File: src/rtl/rstsup_pkg.sv
package rstsup_pkg;

    localparam int DLY_W   = 11;
    localparam int CFG_W   = 12;
    localparam int DLY_MIN = 20;
    localparam int DLY_MAX = 2000;
    localparam int DLY_DEF = 100;
    localparam int TICK_HZ = 100_000;

    typedef enum logic [1:0] {
        ST_ACTIVE = 2'd0,
        ST_SOFT   = 2'd1,
        ST_HOLD   = 2'd2,
        ST_FAULT  = 2'd3
    } sup_state_e;

endpackage

File: src/rtl/rstsup_tick_gen.sv
module rstsup_tick_gen #(
    parameter int CLK_HZ = 125_000_000
) (
    input  logic clk,
    input  logic rst_n,
    input  logic run,
    output logic tick
);
    import rstsup_pkg::*;

    localparam int DIV = CLK_HZ / TICK_HZ;
    localparam int PW  = (DIV > 2) ? $clog2(DIV) : 1;

    generate
        if (DIV < 2) begin : g_direct
            assign tick = run;
        end else begin : g_div
            logic [PW-1:0] pcnt;

            always_ff @(posedge clk or negedge rst_n) begin
                if (!rst_n) begin
                    pcnt <= '0;
                end else if (!run) begin
                    pcnt <= '0;
                end else if (pcnt == PW'(DIV - 1)) begin
                    pcnt <= '0;
                end else begin
                    pcnt <= pcnt + 1'b1;
                end
            end

            assign tick = run && (pcnt == PW'(DIV - 1));

            // a tick is a single-cycle pulse
            a_r3_tick_single: assert property (@(posedge clk) disable iff (!rst_n)
                tick |=> !tick);
            // the prescaler never passes its terminal count
            a_r3_pcnt_bound: assert property (@(posedge clk) disable iff (!rst_n)
                pcnt <= PW'(DIV - 1));
        end
    endgenerate

endmodule

File: src/rtl/rstsup_delay_reg.sv
module rstsup_delay_reg
    import rstsup_pkg::*;
(
    input  logic             clk,
    input  logic             rst_n,
    input  logic             we,
    input  logic [CFG_W-1:0] wdata,
    output logic [DLY_W-1:0] delay
);

    function automatic logic [DLY_W-1:0] limit_delay(input logic [CFG_W-1:0] v);
        if (v < CFG_W'(DLY_MIN)) begin
            return DLY_W'(DLY_MIN);
        end else if (v > CFG_W'(DLY_MAX)) begin
            return DLY_W'(DLY_MAX);
        end else begin
            return v[DLY_W-1:0];
        end
    endfunction

    always_ff @(posedge clk or negedge rst_n) begin
        if (!rst_n) begin
            delay <= DLY_W'(DLY_DEF);
        end else if (we) begin
            delay <= limit_delay(wdata);
        end
    end

    // the stored delay never leaves the legal window
    a_r4_delay_window: assert property (@(posedge clk) disable iff (!rst_n)
        (delay >= DLY_W'(DLY_MIN)) && (delay <= DLY_W'(DLY_MAX)));
    // without a write the setting holds
    a_r4_delay_stable: assert property (@(posedge clk) disable iff (!rst_n)
        !we |=> $stable(delay));

endmodule

File: src/rtl/rstsup_delay_cnt.sv
module rstsup_delay_cnt
    import rstsup_pkg::*;
(
    input  logic             clk,
    input  logic             rst_n,
    input  logic             clr,
    input  logic             tick,
    input  logic [DLY_W-1:0] limit,
    output logic             expired
);

    logic [DLY_W-1:0] cnt;
    logic [DLY_W:0]   cnt_nxt;

    assign cnt_nxt = {1'b0, cnt} + 1'b1;

    always_ff @(posedge clk or negedge rst_n) begin
        if (!rst_n) begin
            cnt <= '0;
        end else if (clr) begin
            cnt <= '0;
        end else if (tick && (cnt < limit)) begin
            cnt <= cnt + 1'b1;
        end
    end

    assign expired = tick && !clr && (cnt_nxt >= {1'b0, limit});

    // the tick count stays within the largest legal delay
    a_r2_no_overflow: assert property (@(posedge clk) disable iff (!rst_n)
        cnt <= DLY_W'(DLY_MAX));
    // a clear restarts the count from zero
    a_r8_restart_zero: assert property (@(posedge clk) disable iff (!rst_n)
        clr |=> (cnt == '0));

endmodule

File: src/rtl/rstsup_top.sv
module rstsup_top
    import rstsup_pkg::*;
#(
    parameter int CLK_HZ = 125_000_000,
    parameter int N_SOFT = 4,
    parameter int N_HARD = 2
) (
    input  logic              clk,
    input  logic              rst_n,
    input  logic [N_SOFT-1:0] soft_req,
    input  logic [N_HARD-1:0] hard_req,
    input  logic              recover,
    input  logic              cfg_we,
    input  logic [CFG_W-1:0]  cfg_wdata,
    output logic [DLY_W-1:0]  cfg_delay,
    output logic              host_rst_n,
    output logic              supply_en,
    output logic [1:0]        state_o
);

    sup_state_e state, state_nxt;
    logic       any_soft, any_hard;
    logic       tick, expired, hold_run;

    assign any_soft = |soft_req;
    assign any_hard = |hard_req;
    assign hold_run = (state == ST_HOLD);

    rstsup_tick_gen #(.CLK_HZ(CLK_HZ)) u_tick (
        .clk   (clk),
        .rst_n (rst_n),
        .run   (hold_run),
        .tick  (tick)
    );

    rstsup_delay_reg u_dreg (
        .clk   (clk),
        .rst_n (rst_n),
        .we    (cfg_we),
        .wdata (cfg_wdata),
        .delay (cfg_delay)
    );

    rstsup_delay_cnt u_dcnt (
        .clk     (clk),
        .rst_n   (rst_n),
        .clr     (!hold_run),
        .tick    (tick),
        .limit   (cfg_delay),
        .expired (expired)
    );

    // next-state logic
    always_comb begin
        state_nxt = state;
        unique case (state)
            ST_ACTIVE: begin
                if (any_hard)      state_nxt = ST_FAULT;
                else if (any_soft) state_nxt = ST_SOFT;
            end
            ST_SOFT: begin
                if (any_hard)      state_nxt = ST_FAULT;
                else if (!any_soft) state_nxt = ST_HOLD;
            end
            ST_HOLD: begin
                if (any_hard)      state_nxt = ST_FAULT;
                else if (any_soft) state_nxt = ST_SOFT;
                else if (expired)  state_nxt = ST_ACTIVE;
            end
            ST_FAULT: begin
                if (recover && !any_hard)
                    state_nxt = any_soft ? ST_SOFT : ST_HOLD;
            end
            default: state_nxt = ST_FAULT;
        endcase
    end

    // state register
    always_ff @(posedge clk or negedge rst_n) begin
        if (!rst_n) state <= ST_HOLD;
        else        state <= state_nxt;
    end

    // outputs
    always_comb begin
        host_rst_n = 1'b0;
        supply_en  = 1'b1;
        unique case (state)
            ST_ACTIVE: host_rst_n = 1'b1;
            ST_SOFT:   host_rst_n = 1'b0;
            ST_HOLD:   host_rst_n = 1'b0;
            ST_FAULT:  supply_en  = 1'b0;
            default:   supply_en  = 1'b0;
        endcase
    end

    assign state_o = state;

    // any request pulls the host reset low on the next cycle
    a_r1_req_asserts: assert property (@(posedge clk) disable iff (!rst_n)
        (any_soft || any_hard) |=> !host_rst_n);
    // release only follows an expired delay count
    a_r2_release_after_delay: assert property (@(posedge clk) disable iff (!rst_n)
        $rose(host_rst_n) |-> $past(expired));
    // a soft-only request keeps supplies on
    a_r6_soft_supply_on: assert property (@(posedge clk) disable iff (!rst_n)
        (any_soft && !any_hard && state != ST_FAULT) |=> (supply_en && state == ST_SOFT));
    // a hard request forces FAULT with supplies off
    a_r7_hard_fault: assert property (@(posedge clk) disable iff (!rst_n)
        any_hard |=> (state == ST_FAULT && !supply_en && !host_rst_n));
    // FAULT holds without a usable recovery strobe
    a_r9_fault_sticky: assert property (@(posedge clk) disable iff (!rst_n)
        (state == ST_FAULT && (!recover || any_hard)) |=> (state == ST_FAULT));

endmodule

File: config.mk
export PLATFORM = sky130hd
export DESIGN_NAME = rstsup_top
export DESIGN_NICKNAME = d
export VERILOG_FILES = /design/src/rtl/rstsup_pkg.sv /design/src/rtl/rstsup_tick_gen.sv /design/src/rtl/rstsup_delay_reg.sv /design/src/rtl/rstsup_delay_cnt.sv /design/src/rtl/rstsup_top.sv
export SDC_FILE = /design/constraint.sdc
export NUM_CORES = 1
export LEC_CHECK = 0
export BUFFER_PORTS_ARGS = -buffer_cell sky130_fd_sc_hd__clkbuf_2
export CORE_ASPECT_RATIO = 1.25
export CORE_MARGIN = 2
export CORE_UTILIZATION = 55
export CTS_CLUSTER_DIAMETER = 200
export DETAILED_ROUTE_END_ITERATION = 7
export PLACE_DENSITY = 0.76
export SYNTH_ARGS = -nofsm -noshare
export SYNTH_HDL_FRONTEND = slang
export SYNTH_SLANG_ARGS = --single-unit
File: constraint.sdc
create_clock -name clk -period 3.5 [get_ports clk]
set_input_delay 0.525 -clock clk [delete_from_list [all_inputs] [get_ports clk]]
set_output_delay 0.525 -clock clk [all_outputs]
set_load 0.03 [all_outputs]
==> results.json <==
{
  "tightestPinTransition_ps": 864,
  "yosys.cell_count.top_type": "sky130_fd_sc_hd__dfrtp_1",
  "drt_pass1_iterations": 4,
  "grt.overflow.total": 0,
  "crit_path_start_kind": "flip-flop",
  "fill_cells": 352,
  "drc": 0,
  "p_leak_nw": 1.31,
  "setup_total_neg_slack_ps": 0,
  "cts-hold-fix-buffers": 0,
  "die_y_um": 75.9,
  "worst_min_delay_path_class": "in2async",
  "finalMaxSlewViolations": 0,
  "drt_antenna_net_count": 0,
  "clk_transition_reported_paths_ps": 70,
  "vias_in_the_first_global_route": 1794,
  "starting_drt_drc_count": 99,
  "routed_via_density": 5.58,
  "yosysSeqAreaShare_pct": 38.7,
  "cp.arrival_ps": 2960,
  "syn-cell-area_um2": 2280,
  "grt_setup_unrepaired": "no",
  "critPathRequiredTime_ps": 3680,
  "critPathCaptureType": "flip-flop",
  "timing.rr.start": "u_tick.g_div.pcnt[3]",
  "instances_no_fill": 332,
  "start_util_pct": 56.4,
  "io_buffers": 36,
  "layout.core_utilization_pct": 65.0,
  "vdd_ir_drop_max_mv": 0.276,
  "yosys_reg_bits": 35,
  "ios": 37,
  "ys_warn_count": 0,
  "cts_repair_resizes": 0,
  "dieWidth_um": 61.5,
  "floorplan.die_area_um2": 4670,
  "clk_path_buf_depth": 2,
  "dpl.hpwl_um": 3720,
  "library_cell_with_the_largest_summed_area_after_synthesis": "sky130_fd_sc_hd__dfrtp_1",
  "gp_congestion": 0.847,
  "cts_tree": "built",
  "ff_latch_area_um2": 881,
  "worstPathMaxFanout": 11,
  "outcome": "complete, no violations",
  "clock_tree.htree_level_count": 2,
  "worst-r2r-setup-slack_ps": 720,
  "wire_per_inst_um": 14.5,
  "floorplan.rows": 26,
  "multi_input_comb_area_um2": 1310,
  "first_pass_grt_wire_length_um": 7960,
  "antenna_cells_inserted": 0,
  "vias": 1853,
  "synth_fp_nets": 283,
  "max_cap_viol_count": 0,
  "cts_setup_buffers": 0,
  "clk_root_buffer_cell": "sky130_fd_sc_hd__clkbuf_8",
  "drive_gt1_share_pct": 21.7,
  "postRouteWirelength_um": 4810,
  "synthesis.instances": 236,
  "pin_count_of_the_biggest_net_entering_global_routing": 36,
  "initial_antenna_violation_count": 0,
  "timing.final.crit_period_ps": 2780,
  "clk-insertion-delay-late_ps": 290,
  "ys_dominant_reg_cell": "sky130_fd_sc_hd__dfrtp_1",
  "synth_top_cell_area_share_pct": 34.1,
  "reg_to_reg_end": "u_dcnt.cnt[3]",
  "synth_enable_flop_cells": 0,
  "syn_to_final_growth_pct": 15.3,
  "timing.reg2reg.worst_path_depth": 5,
  "syn-mean-instance-area_um2": 9.64,
  "clkSinkCount": 35,
  "final_min_period_over_clock_period_pct": 79.5,
  "crit_type": "reg2reg",
  "power.density_nw_per_um2": 348,
  "fin_skew_ps": 6.32,
  "finalSetupViolations": 0,
  "grt.total_usage_pct": 22.6,
  "synthTopCellsByArea": "sky130_fd_sc_hd__dfrtp_1, sky130_fd_sc_hd__ha_1, sky130_fd_sc_hd__dfstp_2",
  "yosys.cell_types.count": 49,
  "slew_headroom_pct": 42.4,
  "cts_inserted_buffers": 5,
  "ys_async_sr_fraction_pct": 100,
  "netlist_top_cells_count": "sky130_fd_sc_hd__dfrtp_1, sky130_fd_sc_hd__ha_1, sky130_fd_sc_hd__nor2_1",
  "finalInstanceArea_um2": 2620,
  "placed_area_um2": 2510,
  "core_region_area_um2": 4030,
  "finalNetCount": 322,
  "hold_viol": 0,
  "maxClockFrequency_mhz": 359,
  "placed_cells_incl_taps": 324
}
cell type report:
cell class | count | share of cell area [%]
Clock inverter | 2 | 1.34
Tap cell | 56 | 2.67
Sequential cell | 35 | 33.6
Multi-Input combinational cell | 180 | 49.8
Inverter | 16 | 2.29
Timing Repair Buffer | 37 | 7.15
Clock buffer | 6 | 3.15
metal layers:
metal  part of all wire (%)  track usage, %  vias to the layer above  wire (um)
met5                      0               0                        -          0
met4                    2.1            10.9                        0         99
met3                    2.6            4.61                        7        124
met2                     54            38.6                       24       2620
met1                     41            25.3                      888       1970
li1                       -               -                      934          -
flip-flops by register name, summed over array words and instances (netlist names):
name and count:
u_dcnt.cnt 11, u_tick.g_div.pcnt 11, state_o 2, u_dreg.delay 11
report_power, final:
group / switching [W] / total [W] / internal, W
logic: 0.0000742 / 0.000111 / 0.0000369
registers: 0.00000800 / 0.000426 / 0.000418
clock network: 0.000146 / 0.000376 / 0.000230
total: 0.000228 / 0.000914 / 0.000685
kinds of logic (layout without fill, tap and decap cells):
| logic type | Yosys count | count (layout) | share of synthesized area [%] |
|---|---|---|---|
| adders and majority gates | 25 | 25 | 13.7 |
| AOI/OAI and AO/OA | 54 | 54 | 16.4 |
| and+or+nand+nor | 83 | 83 | 19.1 |
| DFF | 35 | 35 | 38.7 |
| muxes | 6 | 6 | 3.57 |
| xor gates and xnor gates | 12 | 12 | 4.62 |
| buffers and inverters | 21 | 61 | 3.85 |
critical path, stage by stage (launching register included):
cell and delay, ps:
sky130_fd_sc_hd__dfrtp_1 410, sky130_fd_sc_hd__or4b_1 520, sky130_fd_sc_hd__or4_4 440, sky130_fd_sc_hd__or4b_1 610
sky130_fd_sc_hd__or2_4 360, sky130_fd_sc_hd__mux2_1 320
worst max-delay path by stage:
stage	start	endpoint	slack, ps	cells after the start
floorplan	u_dreg.delay[8]	u_dcnt.cnt[10]	780	9
global placement	u_tick.g_div.pcnt[3]	u_dcnt.cnt[3]	760	5
detailed placement	u_tick.g_div.pcnt[3]	u_dcnt.cnt[3]	730	5
CTS	u_tick.g_div.pcnt[3]	u_dcnt.cnt[3]	710	5
global route	u_tick.g_div.pcnt[3]	u_dcnt.cnt[3]	620	5
finish	u_tick.g_div.pcnt[3]	u_dcnt.cnt[3]	720	5
metrics by stage:
stage                     setup slack [ps]  power [W]  hold WS, ps
after global placement                 757   0.000543          514
after detailed placement               732   0.000546          532
final                                  718   0.000914          336
after global routing                   624   0.000955          402
after floorplan                        783   0.000499          229
after CTS                              711   0.000929          355
cells in the final DEF (no fill, tap or decap), drive strengths merged, types with 3 or more instances in the layout:
cell,instances
nor2b,3
o21ai,14
xor2,5
nand4,5
a21o,3
and3,5
xnor2,7
clkbuf,42
dfrtp,31
or3,3
and2,6
o211ai,4
or2,3
ha,25
mux2,5
nand3,11
dfstp,4
nand2,18
nor2,20
a22o,4
a21oi,8
a211oi,5
inv,16
a31o,4
(Power assumes the default switching activity.)
